### config.mk
export PLATFORM = sky130hd
export DESIGN_NAME = hcube_reduce_node
export DESIGN_NICKNAME = d
export VERILOG_FILES = /design/src/rtl/hcr_pkg.sv /design/src/rtl/hcr_dim_cnt.sv /design/src/rtl/hcr_partner.sv /design/src/rtl/hcr_accum.sv /design/src/rtl/hcube_reduce_node.sv
export SDC_FILE = /design/constraint.sdc
export NUM_CORES = 1
export LEC_CHECK = 0
export ABC_AREA = 1
export BUFFER_PORTS_ARGS = -buffer_cell sky130_fd_sc_hd__buf_2
export CAP_MARGIN = 10
export CORE_ASPECT_RATIO = 0.5
export CORE_UTILIZATION = 51
export CTS_CLUSTER_SIZE = 12
export DETAILED_ROUTE_END_ITERATION = 6
export PLACE_DENSITY = 0.79
export SLEW_MARGIN = 20
export SYNTH_ARGS = -nofsm -noshare
export SYNTH_HDL_FRONTEND = slang
export SYNTH_SLANG_ARGS = --single-unit
### constraint.sdc
create_clock -name clk -period 3 [get_ports clk]
set_input_delay 0.3 -clock clk [delete_from_list [all_inputs] [get_ports clk]]
set_output_delay 0.3 -clock clk [all_outputs]
set_load 0.03 [all_outputs]
### src/rtl/hcr_pkg.sv
package hcr_pkg;

    typedef enum logic [2:0] {
        ST_IDLE,
        ST_STEP,
        ST_RECV,
        ST_SEND,
        ST_DONE
    } hcr_state_e;

endpackage

### src/rtl/hcr_dim_cnt.sv
module hcr_dim_cnt #(
    parameter int DIM_N = 4,
    localparam int LW = $clog2(DIM_N + 1),
    localparam int MW = (DIM_N > 1) ? $clog2(DIM_N) : 1
) (
    input  logic          clk,
    input  logic          rst_n,
    input  logic          load,
    input  logic          dec,
    output logic [MW-1:0] cur_m,
    output logic          exhausted
);

    logic [LW-1:0] left_q;

    always_ff @(posedge clk or negedge rst_n) begin
        if (!rst_n) begin
            left_q <= '0;
        end else if (load) begin
            left_q <= LW'(DIM_N);
        end else if (dec && left_q != '0) begin
            left_q <= left_q - 1'b1;
        end
    end

    assign exhausted = (left_q == '0);
    assign cur_m     = MW'(left_q - 1'b1);

    // a start loads the top dimension
    p_dim_load_r2: assert property (@(posedge clk) disable iff (!rst_n)
        load |=> (left_q == LW'(DIM_N)));

    // dimensions are walked downward one at a time
    p_dim_desc_r3: assert property (@(posedge clk) disable iff (!rst_n)
        (dec && !load && !exhausted) |=> (left_q == LW'($past(left_q) - 1'b1)));

endmodule

### src/rtl/hcr_partner.sv
module hcr_partner #(
    parameter int DIM_N = 4,
    localparam int MW = (DIM_N > 1) ? $clog2(DIM_N) : 1
) (
    input  logic [DIM_N-1:0] id,
    input  logic [MW-1:0]    cur_m,
    output logic             recv_side,
    output logic [DIM_N-1:0] partner
);

    logic [DIM_N-1:0] dim_bit;

    always_comb begin
        dim_bit   = DIM_N'(1) << cur_m;
        recv_side = (dim_bit > id);
        // When 2^m > id, bit m of id is clear: adding sets it.
        // At the first 2^m <= id, bit m is the top set bit: subtracting clears it.
        partner   = recv_side ? (id | dim_bit) : (id & ~dim_bit);
    end

endmodule

### src/rtl/hcr_accum.sv
module hcr_accum #(
    parameter int DATA_W = 8,
    parameter int SUM_W  = 12
) (
    input  logic              clk,
    input  logic              rst_n,
    input  logic              load,
    input  logic [DATA_W-1:0] own_val,
    input  logic              add,
    input  logic [SUM_W-1:0]  addend,
    output logic [SUM_W-1:0]  sum
);

    always_ff @(posedge clk or negedge rst_n) begin
        if (!rst_n) begin
            sum <= '0;
        end else if (load) begin
            sum <= SUM_W'(own_val);
        end else if (add) begin
            sum <= sum + addend;
        end
    end

    // the own contribution appears right after a load
    p_acc_load_r2: assert property (@(posedge clk) disable iff (!rst_n)
        load |=> (sum == SUM_W'($past(own_val))));

endmodule

### src/rtl/hcube_reduce_node.sv
module hcube_reduce_node
    import hcr_pkg::*;
#(
    parameter int DIM_N  = 4,
    parameter int DATA_W = 8,
    localparam int SUM_W = DATA_W + DIM_N
) (
    input  logic              clk,
    input  logic              rst_n,
    input  logic              start,
    input  logic [DIM_N-1:0]  node_id,
    input  logic [DATA_W-1:0] own_val,
    input  logic              rx_valid,
    output logic              rx_ready,
    input  logic [DIM_N-1:0]  rx_src,
    input  logic [SUM_W-1:0]  rx_data,
    output logic              tx_valid,
    input  logic              tx_ready,
    output logic [DIM_N-1:0]  tx_dst,
    output logic [SUM_W-1:0]  tx_data,
    output logic              busy,
    output logic              done,
    output logic              src_err,
    output logic [SUM_W-1:0]  result
);

    localparam int MW = (DIM_N > 1) ? $clog2(DIM_N) : 1;

    hcr_state_e       state_q, state_d;
    logic [DIM_N-1:0] id_q;
    logic [MW-1:0]    cur_m;
    logic             exhausted;
    logic             recv_side;
    logic [DIM_N-1:0] partner;
    logic [SUM_W-1:0] sum;
    logic             start_take;
    logic             take_beat;

    // ---------------- datapath pieces ----------------
    hcr_dim_cnt #(.DIM_N(DIM_N)) u_dim (
        .clk       (clk),
        .rst_n     (rst_n),
        .load      (start_take),
        .dec       (take_beat),
        .cur_m     (cur_m),
        .exhausted (exhausted)
    );

    hcr_partner #(.DIM_N(DIM_N)) u_partner (
        .id        (id_q),
        .cur_m     (cur_m),
        .recv_side (recv_side),
        .partner   (partner)
    );

    hcr_accum #(.DATA_W(DATA_W), .SUM_W(SUM_W)) u_acc (
        .clk     (clk),
        .rst_n   (rst_n),
        .load    (start_take),
        .own_val (own_val),
        .add     (take_beat),
        .addend  (rx_data),
        .sum     (sum)
    );

    always_ff @(posedge clk or negedge rst_n) begin
        if (!rst_n) begin
            id_q <= '0;
        end else if (start_take) begin
            id_q <= node_id;
        end
    end

    // ---------------- state register ----------------
    always_ff @(posedge clk or negedge rst_n) begin
        if (!rst_n) begin
            state_q <= ST_IDLE;
        end else begin
            state_q <= state_d;
        end
    end

    // ---------------- next state ----------------
    always_comb begin
        state_d = state_q;
        unique case (state_q)
            ST_IDLE: if (start) state_d = ST_STEP;
            ST_STEP: begin
                if (exhausted)      state_d = ST_DONE;
                else if (recv_side) state_d = ST_RECV;
                else                state_d = ST_SEND;
            end
            ST_RECV: if (take_beat) state_d = ST_STEP;
            ST_SEND: if (tx_ready)  state_d = ST_DONE;
            ST_DONE: if (start)     state_d = ST_STEP;
            default:                state_d = ST_IDLE;
        endcase
    end

    // ---------------- outputs ----------------
    always_comb begin
        start_take = start && (state_q == ST_IDLE || state_q == ST_DONE);
        rx_ready   = (state_q == ST_RECV);
        tx_valid   = (state_q == ST_SEND);
        busy       = (state_q == ST_STEP) || (state_q == ST_RECV) || (state_q == ST_SEND);
        done       = (state_q == ST_DONE);
        take_beat  = rx_ready && rx_valid && (rx_src == partner);
        src_err    = rx_ready && rx_valid && (rx_src != partner);
        tx_dst     = partner;
        tx_data    = sum;
        result     = sum;
    end

    // ---------------- assertions ----------------
    // a rejected beat leaves the sum alone and the node still waits
    p_err_noacc_r5: assert property (@(posedge clk) disable iff (!rst_n)
        src_err |=> ($stable(result) && rx_ready));

    // outgoing sum and destination hold until accepted
    p_tx_hold_r6: assert property (@(posedge clk) disable iff (!rst_n)
        (tx_valid && !tx_ready) |=> (tx_valid && $stable(tx_data) && $stable(tx_dst)));

    // node 0 never sends
    p_node0_silent_r7: assert property (@(posedge clk) disable iff (!rst_n)
        tx_valid |-> (id_q != '0));

    // send partner is a direct cube neighbour
    p_tx_onebit_r8: assert property (@(posedge clk) disable iff (!rst_n)
        tx_valid |-> ($countones(tx_dst ^ id_q) == 1));

    // accepted source is a direct cube neighbour
    p_rx_onebit_r8: assert property (@(posedge clk) disable iff (!rst_n)
        take_beat |-> ($countones(rx_src ^ id_q) == 1));

    // start while busy does not reload the sum
    p_busy_start_r10: assert property (@(posedge clk) disable iff (!rst_n)
        (busy && start && !take_beat) |=> $stable(result));

endmodule

Word-level counts from Yosys, hierarchy flattened

Cells that the tools add are included.

Bits in registers: 22
Input port bits: 33
Output and inout bits: 33
Logic and storage cells: 46

$add $sub $neg: 2
Order comparisons: 1
Equality and inequality tests: 9
Shifts and indexed selects: 1
Mux-type cells: 11
Bitwise operators: 3
Reductions and logical operators: 15

Operators with widths:

| kind                                                                    | count |
|---|---|
| 12-bit 2-to-1 mux                                                       | 2 |
| 3-bit 2-to-1 mux                                                        | 6 |
| 12-bit adder                                                            | 1 |
| 3-bit case mux with 4 select lines                                      | 1 |
| 3-bit by 2-bit == test with 1-bit output, second input constant         | 2 |
| 3-bit logical NOT                                                       | 2 |
| 2-bit by 1-bit inequality test with 1-bit output, second input constant | 3 |
| 1-bit logical AND                                                       | 5 |
| 4-bit AND                                                               | 1 |
| 4-bit == test                                                           | 1 |
| 4-bit > comparator                                                      | 1 |
| 4-bit 2-to-1 mux                                                        | 1 |
| 4-bit inequality test                                                   | 1 |
| 4-bit inverter                                                          | 1 |
| 4-bit OR                                                                | 1 |
| 2-bit nonzero test                                                      | 2 |
| 1-bit by 2-bit left shift with 4-bit output, first input constant       | 1 |
| 3-bit by 1-bit == test with 1-bit output, second input constant         | 1 |
| 3-bit == test, second input constant                                    | 1 |
| 1-bit logical OR                                                        | 3 |
| 3-bit AND reduction                                                     | 1 |
| 3-bit nonzero test                                                      | 1 |
| 3-bit by 1-bit subtractor with 3-bit output, second input constant      | 1 |
| 2-bit OR reduction                                                      | 1 |
| 1-bit 2-to-1 mux                                                        | 1 |

Longest topological paths before layout

Gate-level depths: netlist of run 1.

Depth after elaboration: 10
Gate-level depth with buffers: 20
Gate-level depth less buffers: 19

By module

From an unflattened synthesis of run 1, not the netlist that was laid out.

Cells, all modules: 328
Area total of the unflattened synthesis: 2092.0 um2

Modules (own cells, without submodules):

| module            | instances | cells an instance | area an instance (um2) |
|---|---|---|---|
| hcr_accum         | 1         | 179               | 1143.6 |
| hcube_reduce_node | 1         | 87                | 566.8 |
| hcr_partner       | 1         | 38                | 200.2 |
| hcr_dim_cnt       | 1         | 24                | 181.4 |

Worst setup path after synthesis of run 1

Ideal clock, no wire load.

Kind: reg2out
Start point: reg u_dim.left_q[0]
End point: out src_err
Arrival time: 2.293 ns
Required time: 2.700 ns
Setup slack: 0.407 ns
Cell stages (with the launch flop): 14
Cells stage by stage: dfrtp_1 inv_1 ha_1 ha_1 nand2_1 nand2_1 nand2_1 nand2_2 nand3_1 nand2_1 nand2_1 nand2_1 nor2_2 a21oi_1

Longest elaborated chain between the ends: 7
Elaborated cells on any way between the ends: 9
Classes of those cells: 1 x add/sub; 1 x order compare; 1 x eq/ne; 1 x shift; 1 x mux; 3 x bitwise; 1 x reduce/logical

RTL lines:

| what                                                                       | line                     | source |
|---|---|---|
| from (decl)                                                                | hcr_dim_cnt.sv:14        | `logic [LW-1:0] left_q;` |
| from (signal assigned)                                                     | hcr_dim_cnt.sv:20        | `left_q <= LW'(DIM_N);` |
| from (signal assigned)                                                     | hcr_dim_cnt.sv:22        | `left_q <= left_q - 1'b1;` |
| 3-bit by 1-bit subtractor with 3-bit output (*)                            | n/a                      |  |
| 1-bit by 2-bit left shift with 4-bit output (*)                            | hcr_partner.sv:14        | `dim_bit = DIM_N'(1) << cur_m;` |
| parallel branches: the longest is 2 deep, another holds 4-bit > comparator | n/a                      |  |
| 4-bit 2-to-1 mux (*)                                                       | hcr_partner.sv:18        | `partner = recv_side ? (id \| dim_bit) : (id & ~dim_bit);` |
| named net tx_dst[0]                                                        | hcube_reduce_node.sv:19  | `output logic [DIM_N-1:0] tx_dst,` |
| 4-bit inequality test (*)                                                  | hcube_reduce_node.sv:108 | `src_err = rx_ready && rx_valid && (rx_src != partner);` |
| 1-bit logical AND (*)                                                      | hcube_reduce_node.sv:108 |  |
| to (decl)                                                                  | hcube_reduce_node.sv:23  | `output logic src_err,` |

Mark *: on every way through the listed nets, which the timed path passes.

Final worst setup path of run 1

Start point: reg u_dim.left_q[0]
End point: out src_err

Longest elaborated chain between the ends: 7
Elaborated cells on any way between the ends: 9
Classes of those cells: 1 x add/sub; 1 x order compare; 1 x eq/ne; 1 x shift; 1 x mux; 3 x bitwise; 1 x reduce/logical

RTL lines:

| what                                                                       | line |
|---|---|
| 3-bit by 1-bit subtractor with 3-bit output (*)                            | n/a |
| 1-bit by 2-bit left shift with 4-bit output (*)                            | hcr_partner.sv:14 |
| parallel branches: the longest is 2 deep, another holds 4-bit > comparator | n/a |
| 4-bit 2-to-1 mux (*)                                                       | hcr_partner.sv:18 |
| 4-bit inequality test (*)                                                  | hcube_reduce_node.sv:108 |
| 1-bit logical AND (*)                                                      | hcube_reduce_node.sv:108 |

Every way passes the cells marked *.

==> results.toml, run 1 <==
[critical_path]
start_kind = "flip-flop"
reg2reg_to = "u_acc.sum[8]"
cp_max_fo = 5
cp_data_required_time_ns = 2.70
critPathKind = "reg2out"
worstSetupEndpointType = "output port"
worst-path-buf-inv = 2
crit_family = "simple AND/OR/NAND/NOR gates"
r2r_setup_slack_ns = 0.40
cpPeakStageDelay_ns = 0.43
cp_common_cell = "nand2_1"
ff2ff_path_depth = 17
slowest_stage = "dfrtp_1"
rr_startpoint = "u_dim.left_q[0]"
arrival_ns = 2.48
crit_path_cell_trace = "inv_1 > ha_1 > ha_1 > nand2_1 > nand2_1 > nand2_1 > nand2_2 > nand3_1 > nand2_1 > nand2_1 > nand2_1 > nor2_2 > a21oi_1 > buf_2"

[synth]
ys_async_sr_fraction_pct = 100
syn_nets = 324
ys_top_cells_by_count = "74 x nand2_1, 33 x inv_1, 22 x dfrtp_1"
synth.most_common_cell = "nand2_1"
synth_area_leaders = "dfrtp_1 28%, nand2_1 14%, ha_1 13%"
yosys_warnings = 0
synth_ff_type = "dfrtp_1"
synth.avg_cell_area_um2 = 7.24
synth_top_cell_by_area = "dfrtp_1"
synth_top_area_share_pct = 28.2
synth-edff-count = 0
synth_cells = 270
syn-cell-area_um2 = 1960
synthDistinctLibCells = 30
ys_seq_area_share_pct = 28.2
yosys_register_bits = 22

[floorplan]
die-height_um = 45.8
dieWidth_um = 89.6
num_rows = 15
core-area_um2 = 3550
die_area_um2 = 4100
initial_utilization_pct = 55.1
pin_count = 66

[finish]
layout-drive-gt1-share_pct = 26.5
area_delta_synth_final_pct = 17.3
num_antenna_cells = 0
layout.nets = 379

[route]
drc_errors = 0
routedWlPerCell_um = 11.9
via_per_inst = 5.03
dr.first_iter.drc_count = 65
ant_nets = 0
via_count = 1886
wl_um = 4460
first_pass_iters = 4

[power]
intPower_mw = 1.09
leakagePower_nw = 1.32
power.density_nw_per_um2 = 1070
power.share.clock_pct = 9.0
combinationalPowerShare_pct = 69.4
p_sw_mw = 1.35
worst_ir_drop_vdd_uv = 499
swShare_pct = 55.4
seqPwrFrac_pct = 21.6

[timing]
max_slew_margin_pct = 65.3
layout_worst_path_cycle_share_pct = 92.5
setup_ws_ns = 0.224
slew_viol_final = 0
fin_setup_tns_ns = 0
max_freq_mhz = 360
period_needed_ns = 2.78
setup_viol = 0
rsz0062_at_grt = "no"
tightest_slew_ns = 0.520
finalHoldViolations = 0
fin_skew_ns = 0.00621

[global_routing]
grt-ovfl-total = 0
grt_pass1_wl_um = 7320
grt_max_degree = 23
grt_antenna_before_repair = 0
gr-usage-all-layers_pct = 23.7
first_global_vias = 1663

[placement]
portBuffers = 65
hpwl_um = 3570
routabilityCongestion = 0.843
place_ws_ns = 0.420

[clock_network]
clk_latency_ns = 0.26
cts.hold.buffers_added = 0
clock_tree.buffer_depth = 2
cts-root-buf = "clkbuf_8"
cts_tree = "yes"
cts_made_buffers = 3
cts_resized = 0
clk_pin_slew_worst_paths_ns = 0.09
post_cts_buffers = 0
clock-sinks = 22
htreeDepth = 1

[run]
cap_violations = 0

[outcome]
outcome = "finished clean"

[worst_hold_path]
hold_path_class = "in2async"
stage by stage:
stage | power, mW | instance area [µm²] | hold WS [ns] | cells | utilization [%]
finish | 2.45 | 2290 | 0.000378 | 375 | 64.7
global route | 2.66 | 2290 | 0.0201 | 375 | 64.7
CTS | 2.46 | 2290 | 0.0153 | 375 | 64.7
detailed placement | 2.23 | 2240 | 0.310 | 371 | 63.1
global placement | 2.18 | 2240 | 0.296 | 371 | 63.1
floorplan | 1.91 | 1960 | 0.00441 | 270 | -
worst reg2reg max path, stage by stage (launching register included):
cell and delay [ns]:
dfrtp_1 0.43, inv_1 0.11, ha_1 0.26, ha_1 0.32
nand2_1 0.08, nand2_1 0.05, nand2_1 0.07, nand2_2 0.08
nand3_1 0.11, nand2_1 0.07, nand2_1 0.06, nand2_1 0.06
nor2_2 0.22, nand3_4 0.15, nand2_4 0.14, inv_2 0.13
nand2_1 0.08, o21ai_0 0.07
cells by family (layout without fill, tap and decap cells):
logic type,after synthesis,count (layout),share of synthesized area (%)
AO/OA/AOI/OAI,40,40,11.0
buffers and inverters,51,105,12.5
AND/OR/NAND/NOR,123,123,28.5
flip-flops,22,22,28.2
multiplexers,2,2,1.02
adder cells (fa/ha/maj),21,21,13.8
XOR/XNOR,11,11,4.93
layer usage:
metal  wire length (µm)  GRT usage [%]
met3                156           4.53
met1               2180           30.8
met5                  0              0
met2               2080           42.6
met4                 38           3.17
power groups by stage:
stage / Sequential [mW] / Clock, mW / Combinational [mW]
after floorplan: 0.643 / 0 / 1.26
after global placement: 0.528 / 0 / 1.65
after detailed placement: 0.532 / 0 / 1.70
after CTS: 0.529 / 0.226 / 1.70
after global routing: 0.545 / 0.240 / 1.87
final: 0.528 / 0.219 / 1.70
layout by cell type, fill, tap and decap left out:
master    count
nor3_1        2
fa_1          1
ha_1         20
nor2_1       12
nand4_1       6
or2_2         4
o22ai_1       1
xnor2_1       4
nand3_4       1
buf_2        65
nand2_2       1
o21bai_1      1
xor2_1        7
a31oi_1       1
dfrtp_1      22
buf_4         1
mux2i_1       2
inv_1        33
nor2_2        2
nand2_4       1
a21oi_1      13
nand3_2       3
inv_2         2
nand2_1      74
o211ai_1      1
o21ai_2       2
clkbuf_8      4
nand3_1      17
o21ai_0      21
layout make-up:
class / instances / area (µm²)
Fill cell: 307 / 1250
Clock buffer: 4 / 55.1
Sequential cell: 22 / 551
Inverter: 35 / 131
Timing Repair Buffer: 66 / 333
Tap cell: 51 / 63.8
Multi-Input combinational cell: 197 / 1160
registers in the layout, indices dropped and copies added, names as in the netlist:
register,flops
state_q,3
u_dim.left_q,3
u_acc.sum,12
id_q,4
worst max path at each step:
stage / start / endpoint / slack, ns / cells after the start
6_report: u_dim.left_q[0] / src_err / 0.22 / 14
5_1_grt: u_dim.left_q[0] / src_err / 0.05 / 12
4_1_cts: u_dim.left_q[0] / src_err / 0.21 / 14
3_5_place_dp: u_dim.left_q[0] / u_acc.sum[8] / 0.42 / 17
3_3_place_gp: u_dim.left_q[0] / u_acc.sum[8] / 0.59 / 15
2_1_floorplan: u_dim.left_q[0] / src_err / 0.41 / 13
Power figures use the tool's default switching activity.
==> inputs of run 2 (changes only) <==
--- a/config.mk
+++ b/config.mk
@@ -5,7 +5,6 @@
 export SDC_FILE = /design/constraint.sdc
 export NUM_CORES = 1
 export LEC_CHECK = 0
-export ABC_AREA = 1
 export BUFFER_PORTS_ARGS = -buffer_cell sky130_fd_sc_hd__buf_2
 export CAP_MARGIN = 10
 export CORE_ASPECT_RATIO = 0.5
==> run 2 against run 1 <==
Effect of this change: the run now ends with negative setup slack left; via count is 0.58% higher; cell count decreased by 6.4%; highest routed layer unchanged; total power is 24% higher; maximum frequency decreased by 9.5%; critical endpoint is now u_acc.sum[11]; synthesized cell count decreased by 16%; sequential cell count is the same; cell area up 14%; global-route usage grew 2.6 points; worst setup slack got worse by 0.29 ns; worst hold slack better by 0.24 ns; clock skew is 0.0032 ns higher.
==> results.toml, run 2 <==
[placement]
portBuffers = 65
routabilityCongestion = 0.938
hpwl_um = 3640
placed_cells = 339

[finish]
layout.nets = 356
final_cell_mix = "64 x buf_2, 22 x inv_1, 20 x dfrtp_1"
ff_latch_area_um2 = 553
top_regs = "u_acc.sum x12, id_q x4"
final_common_cell = "buf_2"
largest_reg_flops = 12
final_util_pct = 73.4
regMostFlops = "u_acc.sum"
area_delta_synth_final_pct = 33.4
num_antenna_cells = 0
layout-drive-gt1-share_pct = 41.3
multi_input_area_um2 = 1350
fin_cells = 351
fillCellCount = 265

[synth]
syn-cell-area_um2 = 1950
syn_nets = 282
ys_top_cells_by_count = "25 x inv_1, 22 x dfrtp_1, 20 x ha_1"
synth.avg_cell_area_um2 = 8.56
yosys_register_bits = 22
ys_seq_area_share_pct = 28.2
synth_area_leaders = "dfrtp_1 28%, ha_1 13%, a21oi_1 4.9%"
synth.most_common_cell = "inv_1"
ys_async_sr_fraction_pct = 100
yosys_warnings = 0
synth_cells = 228
synth_top_area_share_pct = 28.2
synth_top_cell_by_area = "dfrtp_1"
synth_ff_type = "dfrtp_1"
synth-edff-count = 0
synthDistinctLibCells = 47

[global_routing]
grt_antenna_before_repair = 0
gr-usage-all-layers_pct = 26.3
first_global_vias = 1739
grt_max_degree = 23
grt-ovfl-total = 0
grt_pass1_wl_um = 7950

[clock_network]
clock-sinks = 22
cts_made_buffers = 3
clk_latency_ns = 0.27
clk_pin_slew_worst_paths_ns = 0.08
htreeDepth = 1
clock_tree.buffer_depth = 2
cts-root-buf = "clkbuf_8"
cts_tree = "yes"

[timing]
worst_hold_slack_ns = 0.240
slew_viol_final = 0
fin_skew_ns = 0.00943
rsz0062_at_grt = "yes"
max_slew_margin_pct = 47.9
tightest_slew_ns = 0.779
max_freq_mhz = 326
period_needed_ns = 3.07
setup_ws_ns = -0.0678
layout_worst_path_cycle_share_pct = 102
setup_viol = 12
finalHoldViolations = 0

[route]
via_count = 1897
first_pass_iters = 4
ant_nets = 0
via_per_inst = 5.40
dr.first_iter.drc_count = 102
routedWlPerCell_um = 14.6
wl_um = 5130
drc_errors = 0

[critical_path]
worstSetupEndpointType = "flip-flop"
critPathKind = "reg2reg"
cpPeakStageDelay_ns = 0.52
crit_path_cell_trace = "inv_4 > ha_4 > ha_4 > and2b_2 > o2111ai_4 > o22ai_2 > or4b_4 > or3_4 > buf_6 > buf_6 > or2_0 > a21oi_1"
arrival_ns = 3.26
cp_data_required_time_ns = 3.19
cp_max_fo = 6
rr_startpoint = "u_dim.left_q[0]"
slowest_stage = "or4b_4"
reg2reg_to = "u_acc.sum[11]"
worst-path-buf-inv = 3
crit_family = "simple AND/OR/NAND/NOR gates"
start_kind = "flip-flop"
ff2ff_path_depth = 12
r2r_setup_slack_ns = -0.07

[worst_hold_path]
hold_path_class = "in2reg"
hold_path_end = "state_q[2]"
min_path_cells = 2
min_from = "start"

[outcome]
violations = "negative setup slack"
outcome = "finished with violations"

[floorplan]
die-height_um = 45.7
pin_count = 66
die_area_um2 = 4090
initial_utilization_pct = 55.0
num_rows = 15
core-area_um2 = 3550
dieWidth_um = 89.5

[power]
leakagePower_nw = 1.28
power.density_nw_per_um2 = 1170
worst_ir_drop_vdd_uv = 625

[run]
cap_violations = 0
## run 2: final cells by class
cell class	instances	share of cell area (%)
clock buffers	3	1.59
multi-input cells	164	51.7
well taps	51	2.45
inverters	25	3.89
repair buffers	86	19.2
flip-flops and latches	22	21.2
## run 2: metrics by stage
step           cell area [µm²]  setup TNS (ns)  power, mW  setup WS [ns]
2_1_floorplan             1950               0       2.05         0.0318
3_3_place_gp              2300         -0.0860       2.44        -0.0267
3_5_place_dp              2300           -2.73       2.50         -0.239
4_1_cts                   2540          -0.408       2.89        -0.0759
5_1_grt                   2600           -1.94       3.26         -0.193
6_report                  2600          -0.357       3.04        -0.0678
## run 2: routing by layer
layer	up-vias	GRT usage (%)	wire length [µm]	share of wire, %
met1	881	32.6	2240	44
li1	943	-	-	-
met4	0	7.30	89	1.7
met2	61	48.5	2560	50
met3	12	4.17	239	4.7
met5	-	0	0	0
## run 2: what timing repair did
item	4_1_cts	5_1_grt
hold buffers	1	0
pin swaps	15	8
cloned	0	0
endpoints found under the hold margin	11	0
gates resized for setup	32	13
buffers inserted	7	1
setup endpoints to repair	18	18
## run 2: report_power, final
part           total [mW]  internal, mW  switching, mW
sequential          0.594         0.425          0.169
combinational        2.26         0.922           1.34
clock               0.184        0.0899         0.0940
## run 2: worst max-delay path by stage
stage                         start  cells after the start  slack, ns            end
global placement    u_dim.left_q[0]                     11      -0.03  u_acc.sum[11]
floorplan           u_dim.left_q[0]                     11       0.03   u_acc.sum[1]
global route        u_dim.left_q[0]                     12      -0.19  u_acc.sum[11]
CTS                 u_dim.left_q[0]                     12      -0.08  u_acc.sum[11]
detailed placement  u_dim.left_q[0]                     11      -0.24  u_acc.sum[11]
finish              u_dim.left_q[0]                     12      -0.07  u_acc.sum[11]
## run 2: worst register-to-register path: stages, from the launching register on
cell and delay (ns):
dfrtp_2 0.47, inv_4 0.09, ha_4 0.14, ha_4 0.20, and2b_2 0.23, o2111ai_4 0.25, o22ai_2 0.11, or4b_4 0.52
or3_4 0.38, buf_6 0.15, buf_6 0.12, or2_0 0.19, a21oi_1 0.12
## run 2: cell families after synthesis
logic type	Yosys count	synth area share (%)
simple gates	59	15.0
fa+ha+maj	21	13.8
mux	11	6.03
compound gates	62	20.4
buf+inv	42	11.6
xor+xnor	11	4.94
flops	22	28.2
==> inputs of run 3 (changes only) <==
--- a/config.mk
+++ b/config.mk
@@ -8,11 +8,13 @@
 export BUFFER_PORTS_ARGS = -buffer_cell sky130_fd_sc_hd__buf_2
 export CAP_MARGIN = 10
 export CORE_ASPECT_RATIO = 0.5
-export CORE_UTILIZATION = 51
+export CORE_UTILIZATION = 46
 export CTS_CLUSTER_SIZE = 12
 export DETAILED_ROUTE_END_ITERATION = 6
-export PLACE_DENSITY = 0.79
+export GPL_ROUTABILITY_DRIVEN = 1
+export PLACE_DENSITY = 0.75
 export SLEW_MARGIN = 20
 export SYNTH_ARGS = -nofsm -noshare
 export SYNTH_HDL_FRONTEND = slang
+export SYNTH_HIERARCHICAL = 1
 export SYNTH_SLANG_ARGS = --single-unit
==> constraint.sdc (replaced) <==
create_clock -name clk -period 2.73 [get_ports clk]
set_input_delay 0.273 -clock clk [delete_from_list [all_inputs] [get_ports clk]]
set_output_delay 0.273 -clock clk [all_outputs]
set_load 0.03 [all_outputs]
==> run 3 against run 2 <==
Effect of this change: combinational power up 36%; total power up 33%; sequential cell count unchanged; cell count down 0.57%; die area up 14%; count of clock-buffer cells in the layout unchanged; largest cell class unchanged; the run still ends with negative setup slack left; global-route usage down 4.6 points; clock skew down 0.0039 ns.
==> results.toml, run 3 <==
[synth]
synth_top_cell_by_area = "dfrtp_1"
muxShareOfSynthArea_pct = 8.84
synth.most_common_cell = "dfrtp_1"
syn-cell-area_um2 = 2010
synthDistinctLibCells = 58
ys_async_sr_fraction_pct = 100
post_synth_xor_area_fraction_pct = 4.79
synth-edff-count = 0
synth.avg_cell_area_um2 = 9.18
synth_area_leaders = "dfrtp_1 27%, ha_1 11%, mux2i_1 5.5%"
synth_ff_type = "dfrtp_1"
ys_seq_area_share_pct = 27.4
yosys_warnings = 6
ys_top_cells_by_count = "22 x dfrtp_1, 17 x ha_1, 16 x inv_1, 16 x nor2_1, 15 x nand2_1"
synth_top_family_by_area = "simple AND/OR/NAND/NOR gates"
synth_compound_area_share_pct = 17.5
synthSimpleGateAreaFrac_pct = 20.6
yosys_register_bits = 22
synth_top_area_share_pct = 27.4
synth_cells = 219
synthAdderAreaFrac_pct = 11.6
syn_nets = 270

[worst_hold_path]
hold_path_class = "in2reg"
hold_path_end = "state_q[2]"
min_path_cells = 2
min_from = "start"

[critical_path]
cp_max_fo = 5
cpPeakStageDelay_ns = 0.38
cp_common_cell = "ha_4"
cp_data_required_time_ns = 2.46
critPathKind = "reg2out"
start_kind = "flip-flop"
reg2reg_to = "u_acc/sum[11]"
arrival_ns = 2.89
ff2ff_path_depth = 13
crit_path_cell_trace = "inv_2 > ha_4 > inv_4 > and2b_2 > ha_4 > nor2b_4 > o211ai_4 > a31oi_4 > xnor2_1 > nand4_1 > buf_4 > and2_4 > buf_6"
rr_startpoint = "u_dim/left_q[1]"
slowest_stage = "dfrtp_1"
worstSetupEndpointType = "output port"
r2r_setup_slack_ns = -0.35

[outcome]
outcome = "finished with violations"
violations = "negative setup slack"

[finish]
final_util_pct = 71.9
num_antenna_cells = 0
regMostFlops = "u_acc/sum"
multi_input_area_um2 = 1580
final_area_um2 = 2910
fin_cells = 349
fillCellCount = 320
layout-drive-gt1-share_pct = 51.5
largest_reg_flops = 12
final_cell_mix = "64 x buf_2, 22 x dfrtp_1, 15 x buf_4, 15 x ha_1, 14 x nand2_1"
final_common_cell = "buf_2"
ff_latch_area_um2 = 551
top_regs = "u_acc/sum x12, id_q x4"
area_delta_synth_final_pct = 44.8
layout.nets = 347

[clock_network]
clk_pin_slew_worst_paths_ns = 0.08
htreeDepth = 1
cts_made_buffers = 3
clk_latency_ns = 0.27
clock_tree.buffer_depth = 2
cts-root-buf = "clkbuf_8"
cts_tree = "yes"
clock-sinks = 22

[floorplan]
core-area_um2 = 4040
num_rows = 16
die_area_um2 = 4650
pin_count = 66
dieWidth_um = 95.5
die-height_um = 48.7
initial_utilization_pct = 49.7

[power]
seqPwrFrac_pct = 16.4
p_sw_mw = 2.02
power.density_nw_per_um2 = 1390
report.power.total_mw = 4.05
leakagePower_nw = 1.37
worst_ir_drop_vdd_uv = 683
intPower_mw = 2.03
combinationalPowerShare_pct = 75.8
swShare_pct = 49.9
power.share.clock_pct = 7.7

[placement]
hpwl_um = 3640
placed_cells = 338
routabilityCongestion = 0.892
place_ws_ns = -0.450
placed_area_um2 = 2570
portBuffers = 65

[route]
dr.first_iter.drc_count = 64
first_pass_iters = 4
routedWlPerCell_um = 14.7
via_count = 1895
drc_errors = 0
ant_nets = 0
wl_um = 5140
via_per_inst = 5.43

[global_routing]
grt_antenna_before_repair = 0
gr-usage-all-layers_pct = 21.6
grt_pass1_wl_um = 7910
grt_max_degree = 23
first_global_vias = 1815
grt-ovfl-total = 0

[timing]
max_slew_margin_pct = 51.3
slew_viol_final = 0
period_needed_ns = 3.16
worst_hold_slack_ns = 0.193
max_freq_mhz = 316
setup_viol = 18
fin_setup_tns_ns = -4.89
finalHoldViolations = 0
tightest_slew_ns = 0.730
rsz0062_at_grt = "yes"
setup_ws_ns = -0.432
fin_skew_ns = 0.00555
layout_worst_path_cycle_share_pct = 116

[run]
cap_violations = 0
[run 3: per-layer routing]
layer | global-route usage [%] | routed length, µm | up-vias
li1 | - | - | 932
met1 | 27.6 | 2300 | 901
met2 | 39.0 | 2580 | 56
met3 | 3.30 | 205 | 6
met4 | 3.73 | 58 | 0
met5 | 0 | 0 | -
[run 3: power groups by stage]
stage	Sequential, mW	Clock [mW]	Combinational, mW
2_1_floorplan	0.739	0	1.98
3_3_place_gp	0.633	0	2.62
3_5_place_dp	0.645	0	2.69
4_1_cts	0.646	0.319	2.82
5_1_grt	0.689	0.335	3.29
6_report	0.665	0.313	3.07
[run 3: cell families after synthesis]
| kind of cell | after synthesis |
|---|---|
| simple gates | 67 |
| compound gates | 50 |
| buf+inv | 34 |
| flops | 22 |
| fa+ha+maj | 18 |
| mux | 17 |
| xor+xnor | 11 |
[run 3: worst max path at each step]
stage / start / end / slack (ns) / depth (start not counted)
finish: u_dim/left_q[1] / src_err / -0.43 / 13
floorplan: u_dim/left_q[0] / u_acc/sum[11] / -0.44 / 13
global placement: u_dim/left_q[1] / u_acc/sum[1] / -0.32 / 14
global route: u_dim/left_q[0] / src_err / -0.58 / 15
detailed placement: u_dim/left_q[1] / u_acc/sum[1] / -0.45 / 14
CTS: u_dim/left_q[1] / src_err / -0.43 / 13
[run 3: final cells by class]
class	instances	share of cell area (%)
multi-input combinational	163	54.2
timing repair buffer	90	20.0
sequential	22	18.9
tap	54	2.32
inverter	16	2.15
clock buffer	3	1.42
clock inverter	1	1.03
[run 3: critical path: cells and delay by family, from the launching register on]
| kind | cells | cell delay (ns) |
|---|---|---|
| flops | 1 | 0.38 |
| compound gates | 2 | 0.49 |
| simple gates | 4 | 0.70 |
| xor+xnor | 1 | 0.17 |
| buf+inv | 4 | 0.46 |
| fa+ha+maj | 2 | 0.43 |
[run 3: what timing repair did]
action / 4_1_cts / 5_1_grt
hold endpoints to repair: 22 / 0
pin swaps: 17 / 12
resized for setup: 23 / 27
hold buffers: 1 / 0
endpoints found under the setup margin: 16 / 18
buffers inserted: 5 / 1
